==> src/rtl/sio_pkg.sv <==
package sio_pkg;

   typedef enum logic [1:0] {
      LW_1 = 2'd0,
      LW_2 = 2'd1,
      LW_4 = 2'd2
   } lane_w_e;

   typedef enum logic [2:0] {
      PH_CMD,
      PH_ADDR,
      PH_DUMMY,
      PH_RDATA,
      PH_WDATA,
      PH_SKIP
   } phase_e;

   localparam logic [7:0] OP_WRITE = 8'h02;
   localparam logic [7:0] OP_READ  = 8'h03;
   localparam logic [7:0] OP_DUAL  = 8'h3B;
   localparam logic [7:0] OP_QUAD  = 8'h38;
   localparam logic [7:0] OP_ONE   = 8'hFF;

   function automatic logic [3:0] beat_width(input lane_w_e w);
      case (w)
         LW_2:    return 4'd2;
         LW_4:    return 4'd4;
         default: return 4'd1;
      endcase
   endfunction

endpackage

==> src/rtl/sio_width_ctrl.sv <==
module sio_width_ctrl
   import sio_pkg::*;
#(
   parameter bit QUAD_EN = 1'b1
) (
   input  logic       clk,
   input  logic       rst_n,
   input  logic       cmd_done,
   input  logic [7:0] cmd_byte,
   input  logic       cs_rise,
   output lane_w_e    width
);

   lane_w_e pend_q;
   lane_w_e width_q;
   logic    quad_req;

   generate
      if (QUAD_EN) begin : g_quad
         assign quad_req = (cmd_byte == OP_QUAD);
      end else begin : g_noquad
         assign quad_req = 1'b0;
      end
   endgenerate

   always_ff @(posedge clk or negedge rst_n) begin
      if (!rst_n) begin
         pend_q  <= LW_1;
         width_q <= LW_1;
      end else begin
         if (cmd_done) begin
            if (cmd_byte == OP_DUAL) begin
               pend_q <= LW_2;
            end else if (quad_req) begin
               pend_q <= LW_4;
            end else if (cmd_byte == OP_ONE) begin
               pend_q <= LW_1;
            end
         end
         if (cs_rise) begin
            width_q <= pend_q;
         end
      end
   end

   assign width = width_q;

endmodule

==> src/rtl/sio_lane_map.sv <==
module sio_lane_map
   import sio_pkg::*;
#(
   parameter int LANES = 4
) (
   input  lane_w_e          width,
   input  logic [LANES-1:0] lane_in,
   input  logic [3:0]       tx_nib,
   output logic [3:0]       rx_bits,
   output logic [LANES-1:0] drv_val,
   output logic [LANES-1:0] drv_en
);

   if (LANES != 4) begin : g_bad_lanes
      $error("sio_lane_map needs exactly four lanes");
   end

   always_comb begin
      case (width)
         LW_2:    rx_bits = {2'b00, lane_in[1:0]};
         LW_4:    rx_bits = lane_in[3:0];
         default: rx_bits = {3'b000, lane_in[0]};
      endcase
   end

   for (genvar i = 0; i < LANES; i++) begin : g_lane
      localparam int DUAL_SRC = (i < 2) ? i + 2 : 3;
      always_comb begin
         case (width)
            LW_4: begin
               drv_en[i]  = 1'b1;
               drv_val[i] = tx_nib[i];
            end
            LW_2: begin
               drv_en[i]  = (i < 2);
               drv_val[i] = (i < 2) ? tx_nib[DUAL_SRC] : 1'b0;
            end
            default: begin
               drv_en[i]  = (i == 1);
               drv_val[i] = (i == 1) ? tx_nib[3] : 1'b0;
            end
         endcase
      end
   end

endmodule

==> src/rtl/sio_byte_array.sv <==
module sio_byte_array #(
   parameter int DEPTH = 256,
   localparam int AW = $clog2(DEPTH)
) (
   input  logic          clk,
   input  logic          we,
   input  logic [AW-1:0] waddr,
   input  logic [7:0]    wdata,
   input  logic [AW-1:0] raddr,
   output logic [7:0]    rdata
);

   logic [7:0] cells [DEPTH];

   always_ff @(posedge clk) begin
      if (we) begin
         cells[waddr] <= wdata;
      end
   end

   assign rdata = cells[raddr];

endmodule

==> src/rtl/sio_multilane_sram.sv <==
module sio_multilane_sram
   import sio_pkg::*;
#(
   parameter int ADDR_W    = 16,
   parameter int MEM_DEPTH = 256,
   parameter bit QUAD_EN   = 1'b1
) (
   input  logic       clk,
   input  logic       rst_n,
   input  logic       cs_n,
   input  logic       sck,
   input  logic [3:0] sio_in,
   output logic [3:0] sio_out,
   output logic [3:0] sio_oe
);

   localparam int MEM_AW     = $clog2(MEM_DEPTH);
   localparam int ADDR_BYTES = ADDR_W / 8;
   localparam int AB_W       = $clog2(ADDR_BYTES + 1);

   if ((ADDR_W % 8) != 0 || ADDR_W < 8) begin : g_bad_aw
      $error("ADDR_W must be a non-zero multiple of 8");
   end
   if (MEM_DEPTH < 2 || (1 << MEM_AW) != MEM_DEPTH || MEM_AW > ADDR_W) begin : g_bad_depth
      $error("MEM_DEPTH must be a power of two that fits the address");
   end

   logic            sck_q;
   logic            cs_q;
   logic            sck_rise;
   logic            sck_fall;
   logic            cs_rise;
   lane_w_e         width_q;
   phase_e          phase_q;
   logic            rd_q;
   logic [AB_W-1:0] ab_cnt;
   logic [ADDR_W-1:0] addr_q;
   logic [7:0]      rx_sr;
   logic [7:0]      rx_next;
   logic [3:0]      rx_bits;
   logic [3:0]      bit_cnt;
   logic [3:0]      bit_sum;
   logic [3:0]      beat_bits;
   logic            byte_done;
   logic            cmd_done;
   logic [7:0]      tx_sr;
   logic [7:0]      tx_cur;
   logic [7:0]      tx_next;
   logic [3:0]      tx_cnt;
   logic [3:0]      tx_sum;
   logic [7:0]      mem_rdata;
   logic            mem_we;
   logic [3:0]      drv_val;
   logic [3:0]      drv_en;
   logic [3:0]      out_q;
   logic [3:0]      oe_q;

   assign sck_rise = !cs_n && sck && !sck_q;
   assign sck_fall = !cs_n && !sck && sck_q;
   assign cs_rise  = cs_n && !cs_q;

   assign beat_bits = beat_width(width_q);
   assign bit_sum   = bit_cnt + beat_bits;
   assign byte_done = sck_rise && (bit_sum == 4'd8);
   assign cmd_done  = byte_done && (phase_q == PH_CMD);

   always_comb begin
      case (width_q)
         LW_2:    rx_next = {rx_sr[5:0], rx_bits[1:0]};
         LW_4:    rx_next = {rx_sr[3:0], rx_bits[3:0]};
         default: rx_next = {rx_sr[6:0], rx_bits[0]};
      endcase
   end

   assign tx_cur  = (tx_cnt == 4'd0) ? mem_rdata : tx_sr;
   assign tx_next = tx_cur << beat_bits;
   assign tx_sum  = tx_cnt + beat_bits;
   assign mem_we  = byte_done && (phase_q == PH_WDATA);

   sio_width_ctrl #(
      .QUAD_EN (QUAD_EN)
   ) u_width (
      .clk      (clk),
      .rst_n    (rst_n),
      .cmd_done (cmd_done),
      .cmd_byte (rx_next),
      .cs_rise  (cs_rise),
      .width    (width_q)
   );

   sio_lane_map #(
      .LANES (4)
   ) u_lanes (
      .width   (width_q),
      .lane_in (sio_in),
      .tx_nib  (tx_cur[7:4]),
      .rx_bits (rx_bits),
      .drv_val (drv_val),
      .drv_en  (drv_en)
   );

   sio_byte_array #(
      .DEPTH (MEM_DEPTH)
   ) u_array (
      .clk   (clk),
      .we    (mem_we),
      .waddr (addr_q[MEM_AW-1:0]),
      .wdata (rx_next),
      .raddr (addr_q[MEM_AW-1:0]),
      .rdata (mem_rdata)
   );

   always_ff @(posedge clk or negedge rst_n) begin
      if (!rst_n) begin
         sck_q   <= 1'b0;
         cs_q    <= 1'b1;
         phase_q <= PH_CMD;
         rd_q    <= 1'b0;
         ab_cnt  <= '0;
         addr_q  <= '0;
         rx_sr   <= '0;
         bit_cnt <= '0;
         tx_sr   <= '0;
         tx_cnt  <= '0;
         out_q   <= '0;
         oe_q    <= '0;
      end else begin
         sck_q <= sck;
         cs_q  <= cs_n;
         if (cs_n) begin
            phase_q <= PH_CMD;
            ab_cnt  <= '0;
            bit_cnt <= '0;
            tx_cnt  <= '0;
            out_q   <= '0;
            oe_q    <= '0;
         end else begin
            if (sck_rise) begin
               rx_sr   <= rx_next;
               bit_cnt <= byte_done ? 4'd0 : bit_sum;
               if (byte_done) begin
                  case (phase_q)
                     PH_CMD: begin
                        if (rx_next == OP_READ) begin
                           rd_q    <= 1'b1;
                           phase_q <= PH_ADDR;
                        end else if (rx_next == OP_WRITE) begin
                           rd_q    <= 1'b0;
                           phase_q <= PH_ADDR;
                        end else begin
                           phase_q <= PH_SKIP;
                        end
                     end
                     PH_ADDR: begin
                        addr_q <= ADDR_W'({addr_q, rx_next});
                        ab_cnt <= ab_cnt + 1'b1;
                        if (ab_cnt == AB_W'(ADDR_BYTES - 1)) begin
                           if (!rd_q) begin
                              phase_q <= PH_WDATA;
                           end else if (width_q == LW_1) begin
                              phase_q <= PH_RDATA;
                           end else begin
                              phase_q <= PH_DUMMY;
                           end
                        end
                     end
                     PH_DUMMY: phase_q <= PH_RDATA;
                     PH_WDATA: addr_q  <= addr_q + 1'b1;
                     default: ;
                  endcase
               end
            end
            if (sck_fall && phase_q == PH_RDATA) begin
               out_q <= drv_val;
               oe_q  <= drv_en;
               tx_sr <= tx_next;
               if (tx_sum == 4'd8) begin
                  tx_cnt <= 4'd0;
                  addr_q <= addr_q + 1'b1;
               end else begin
                  tx_cnt <= tx_sum;
               end
            end
         end
      end
   end

   assign sio_out = out_q;
   assign sio_oe  = oe_q;

endmodule

==> config.mk <==
export PLATFORM = sky130hd
export DESIGN_NAME = sio_multilane_sram
export DESIGN_NICKNAME = d
export VERILOG_FILES = /design/src/rtl/sio_pkg.sv /design/src/rtl/sio_width_ctrl.sv /design/src/rtl/sio_lane_map.sv /design/src/rtl/sio_byte_array.sv /design/src/rtl/sio_multilane_sram.sv
export SDC_FILE = /design/constraint.sdc
export NUM_CORES = 2
export LEC_CHECK = 0
export BUFFER_PORTS_ARGS = -buffer_cell sky130_fd_sc_hd__buf_2
export CAP_MARGIN = 20
export CELL_PAD_IN_SITES_DETAIL_PLACEMENT = 0
export CELL_PAD_IN_SITES_GLOBAL_PLACEMENT = 1
export CORE_MARGIN = 3
export CORE_UTILIZATION = 41
export DETAILED_ROUTE_END_ITERATION = 12
export MAX_ROUTING_LAYER = met4
export PLACE_DENSITY = 0.58
export SETUP_SLACK_MARGIN = 0.3
export SLEW_MARGIN = 10
export SYNTH_ARGS = -nofsm -noshare
export SYNTH_HDL_FRONTEND = slang
export SYNTH_HIERARCHICAL = 1
export SYNTH_SLANG_ARGS = --single-unit
==> constraint.sdc <==
create_clock -name clk -period 12.4 [get_ports clk]
set_clock_uncertainty 0.2 [all_clocks]
set_input_delay 1.24 -clock clk [delete_from_list [all_inputs] [get_ports clk]]
set_output_delay 1.24 -clock clk [all_outputs]
set_load 0.02 [all_outputs]
# After elaboration in Yosys (flattened, before gate mapping)
# Memories as Yosys holds them, arrays and structs flattened.
# Cells that the tools add are included.
# classes
addsub	4
eq_ne	15
shifts	1
mux	45
bitwise_logic	1
reduce_logical	30
# op_table
operator	n
2-to-1 mux 16 bit	4
2-to-1 mux 4 bit	10
case mux 16 bit (2 select lines)	1
2-to-1 mux 3 bit	7
adder 16 x 1 -> 16 bit, second input constant	1
== test 8 x 2 -> 1 bit, second input constant	2
== test 8 x 6 -> 1 bit, second input constant	2
case mux 8 bit (2 select lines)	1
2-to-1 mux 2 bit	7
2-to-1 mux 1 bit	10
nonzero test 2 bit	5
logical AND 1 bit	9
case mux 3 bit (3 select lines)	1
adder 4 bit	2
== test 4 bit, second input constant	2
== test 8 bit, second input constant	1
2-to-1 mux 8 bit	1
case mux 4 bit (2 select lines)	1
<< shifter 8 x 4 -> 8 bit	1
== test 3 x 2 -> 1 bit, second input constant	2
case mux 3 bit (2 select lines)	1
AND reduction 2 bit	3
AND reduction 5 bit	1
== test 2 x 1 -> 1 bit, second input constant	2
16 further kinds	19
# word_totals
reg_bits	59
ramBits	2048
inputBits	8
n_memories	1
# mem_list
memory	words	width	read_ports	rd_ports_with_merged_regs	wr	line_no	rtl
u_array.cells	256	8	1	0	1	sio_byte_array.sv:13	logic [7:0] cells [DEPTH];

# Depth between registers and ports, before layout
# depth
word_depth	10
mapped_depth	17
depth_no_buf	13

# Cells and area by module
# Netlist, hierarchy kept.
# modules_own_cells
mod	instances	cells_each	area_each_um2	seq_area_each_um2
sio_byte_array	1	3725	79396.1	61499.0
sio_multilane_sram	1	325	3051.7	1177.4
sio_width_ctrl	1	22	222.7	100.1
sio_lane_map	1	18	136.4	0.0

# Worst setup path before layout
# Ideal clock, no wire load.
# synth_timing
kind	register -> register
from	register u_width.width_q[1] (netlist: u_width/width[1])
to	memory u_array.cells[0][7], data pin
arrival_time_ns	8.420
required_time_ns	10.587
path_slack_ns	2.167
stages_incl_launch_ff	7
path_buffers	2
period_less_slack_ns	10.233
cell_sequence	dfrtp_1 > inv_1 > ha_1 > buf_2 > buf_1 > nor2_1 > a21oi_1
# synth_via
elab_chain_cells	2
elab_cells_between_ends	3
classes_between	eq/ne (2); mux (1)
# synth_rtl
item	line_no	rtl
from (decl)	sio_width_ctrl.sv:15	lane_w_e width_q;
from (signal assigned)	sio_width_ctrl.sv:41	width_q <= pend_q;
== test 2 bit or == test 2 x 1 -> 1 bit (tied branches)	sio_multilane_sram.sv:68	case (width_q)
case mux 8 bit (2 select lines) *	sio_multilane_sram.sv:68	
net rx_next[7]	sio_multilane_sram.sv:39	logic [7:0] rx_next;
to (decl)	sio_byte_array.sv:13	
# The timed path passes the listed nets; every way through them passes the cells marked *.

# Worst setup path in the final report
# layout_timing
from	register addr_q[0]
to	register tx_sr[5]
# layout_via
elab_chain_cells	3
# layout_rtl
item	line_no	rtl
from (decl)	sio_multilane_sram.sv:37	logic [ADDR_W-1:0] addr_q;
from (signal assigned)	sio_multilane_sram.sv:155	addr_q <= ADDR_W'({addr_q, rx_next});
from (signal assigned)	sio_multilane_sram.sv:168	PH_WDATA: addr_q <= addr_q + 1'b1;
from (signal assigned)	sio_multilane_sram.sv:179	addr_q <= addr_q + 1'b1;
memory read (256 x 8 bit)	-	
net mem_rdata[4]	sio_multilane_sram.sv:51	logic [7:0] mem_rdata;
2-to-1 mux 8 bit	sio_multilane_sram.sv:75	assign tx_cur = (tx_cnt == 4'd0) ? mem_rdata : tx_sr;
<< shifter 8 x 4 -> 8 bit	sio_multilane_sram.sv:76	assign tx_next = tx_cur << beat_bits;
to (signal assigned)	sio_multilane_sram.sv:176	tx_sr <= tx_next;
to (decl)	sio_multilane_sram.sv:46	logic [7:0] tx_sr;
# The timed path passes the listed nets, and every way through them passes these cells.
# A chain may end at the register's enable or synchronous reset.

==> metrics.txt <==
outcome=finished clean; postcts setup bufs=0; cell area after synthesis=just over 80000 um^2; maximum VDD drop=roughly 220 uV; Hold WC Path Type=flop to flop; most used cell, CP=mux4_2; Post-DP Area=85740 um^2; Longest Clk Path Bufs=3; vias in the first global route=between 40000 and 50000; Tmin final=slightly above 6000 ps; endpoints failing setup=0; relative slew slack=14.68%; clk root buf=clkbuf_16; vias per cell=5.840; Port-buffer cells=15; starting density of the core=41.35%; f_max=162.0 MHz; syn nets=just over 4000; Area contributors post-synth=edfxtp_1 74%, mux4_2 12%, mux2i_1 1.8%, dfrtp_1 1.5%, nor2_1 1.4%; CP arrival=6670 ps; Critical Path Start Type=flop; ANT nets after route=0; Layout fillers=16970; Die H=455.4 um; Detailed Route WL=215200 um; Worst Path Max Fanout=33; Total GRT Usage=21.21%; Pre-antenna DRT Iters=5; type of element capturing the critical path=flop; number of core rows=164; CTS tree=yes; Detail Placement HPWL=129400 um; Final Power=16.50 mW; syn avg cell area=20.25 um^2; endpoints failing hold=0; Unique masters post-synth=84; # hold bufs at CTS=0; first-pass GRT wire length=310400 um; TritonCTS Buffers=216; sequential cell area=roughly 63000 um^2; initial antenna violation count=6; Die X=455.4 um; Yosys top cell by area=edfxtp_1; sequential area share after synthesis=around three quarters; Area growth, synth to finish=11.66%; yosys synthesis warning count=6; Clock Sinks=around 2100; Setup TNS Final=0 ps; clock latency at the later pin of the worst-skew pair=840 ps; CP max stage cell=nor4_1; cell area power density=178.5 nW/um^2; core box area=~200000 um^2; critical path required time=12900 ps; Synth async-reset ratio=2.430%; WP buf/inv=2; FF+latch count, synth=2099; # DRC=0; area occupied by multi-input gates=18520 um^2; post-synth top area share=74.27%; Slew Limit Fails=0; pin count of the biggest net entering global routing=188; CP Class=flop to flop; die area=207400 um^2; Post-synth top flop=edfxtp_1; crit path cell chain=buf_4 -> buf_4 -> mux4_2 -> mux4_2 -> nor2b_1 -> nor4_1 -> nor4_1 -> mux4_2 -> mux2i_1 -> nor2_1 -> a31oi_1 -> o21ai_1; CP max stage delay=between 1000 and 1500 ps; RSZ-0062 raised after global routing=no; Routed WL per cell=between 30 and 40 um; I/O Pins=16; Least-Margin Pin Slew=~1300 ps; fin nets=approximately 4200; Initial DRC Count=~4200; fraction of layout cells with a size suffix above 1=21.25%; PostCTS Resize Cnt=0; H-tree levels=4; GR Overflow Total=0; family with the most delay on the worst path=multiplexers; Leak=28.24 nW; max_cap viols=0; Clk pin slew, worst setup/hold paths=60 ps; fin area=between 90000 and 100000 um^2; vias=about 41000; Post-synth EDFFs=2048; gp weighted congestion=around 0.8; period utilisation layout=roughly half; Synth Instances=4090
==> kinds of logic after synthesis <==
| group | share of synthesized area, % |
|---|---|
| flip-flops | 75.81 |
| adder cells (fa/ha/maj) | 0.2418 |
| AND/OR/NAND/NOR | 3.392 |
| XOR/XNOR | 0.1073 |
| AO/OA/AOI/OAI | 3.994 |
| multiplexers | 14.45 |
| other | 0.004529 |
| buffers and inverters | 2.004 |
==> cells in the mapped netlist, types with 20 or more instances <==
| cell | count |
|---|---|
| buf_4 | 30 |
| a22oi_1 | 138 |
| nand3_1 | 41 |
| buf_1 | 23 |
| edfxtp_1 | 2048 |
| buf_2 | 37 |
| nor4_1 | 28 |
| nor2b_1 | 34 |
| a21oi_1 | 105 |
| nor3_1 | 30 |
| mux2i_1 | 150 |
| o22ai_1 | 31 |
| clkbuf_1 | 122 |
| nor2_1 | 301 |
| nand2_1 | 82 |
| inv_1 | 23 |
| a211oi_1 | 20 |
| buf_6 | 23 |
| dfrtp_1 | 50 |
| o221ai_1 | 48 |
| mux4_2 | 458 |
==> report_power, final <==
part / switching [mW] / total, mW / internal (mW) / leakage [nW]
logic: 1.31 / 1.50 / 0.190 / 5.65
registers: 0.0172 / 8.83 / 8.81 / 19.3
clock network: 2.69 / 6.18 / 3.49 / 3.28
==> sequential cells by signal, indices dropped and copies added (netlist names) <==
register / count
addr_q: 8
sio_oe: 4
rx_sr: 7
phase_q: 3
tx_sr: 8
rd_q: 1
ab_cnt: 2
bit_cnt: 4
u_array/cells: 2048
sck_q: 1
u_width/width: 2
sio_out: 4
cs_q: 1
u_width/pend_q: 2
tx_cnt: 4
==> tightest hold or removal path, stage by stage (launching register included) <==
cell and delay [ps]:
dfrtp_1 340, nand2_1 50, nand2_1 60
==> cells in the final DEF, fill, tap and decap left out, types with 20 or more instances in the layout <==
cell type	n
clkbuf_1	60
nor4_1	20
a211oi_1	20
nand3_1	38
dfrtp_1	44
o22ai_1	31
a22oi_1	138
buf_4	85
clkbuf_16	219
mux4_2	458
mux2i_1	150
clkinv_1	52
nor2_1	297
o221ai_1	48
edfxtp_1	2048
nor3_1	30
a21oi_1	102
nor2b_1	31
nand2_1	82
clkinv_2	41
==> stage by stage <==
| step | util [%] | hold WS [ps] | worst slack [ps] | std cells |
|---|---|---|---|---|
| finish | 46.17 | 281.2 | 6229 | 7007 |
| global route | 46.17 | 307.1 | 5956 | 7006 |
| CTS | 46.14 | 263.8 | 6203 | 7001 |
| detailed placement | 42.81 | 269.6 | 6252 | 6605 |
| global placement | 42.74 | 264.8 | 6161 | 6594 |
| floorplan | - | 247.1 | 2167 | 4090 |
==> per-layer routing <==
metal  vias to the layer above  GRT usage, %  wire length (um)
met1                     22290         29.64             94190
met4                         0         5.316              5021
met2                      1156         33.15            104800
li1                      17180             -                 -
met3                       297         2.978             11250
met5                         -             -                 0
==> final timing paths <==
kind	start	endpoint	slack, ps	depth (start not counted)
worst min-delay path	rx_sr[6]	rx_sr[6]	280	2
worst min register to register	rx_sr[6]	rx_sr[6]	280	2
worst max-delay path	addr_q[0]	tx_sr[5]	6230	12
min in group asynchronous	rst_n	sio_oe[1]	340	2
max in group asynchronous	rst_n	addr_q[2]	11090	2
worst max register to register	addr_q[0]	tx_sr[5]	6230	12
==> area by class of cell <==
type | count | share of cell area [%]
antenna | 3 | 0.008119
clock buffer | 279 | 6.171
clock inverter | 117 | 1.045
inverter | 24 | 0.1299
multi-input combinational | 1711 | 20.03
sequential | 2099 | 67.91
tap | 2656 | 3.594
timing repair buffer | 118 | 1.110
No activity file was read; power rests on OpenSTA's default activity.
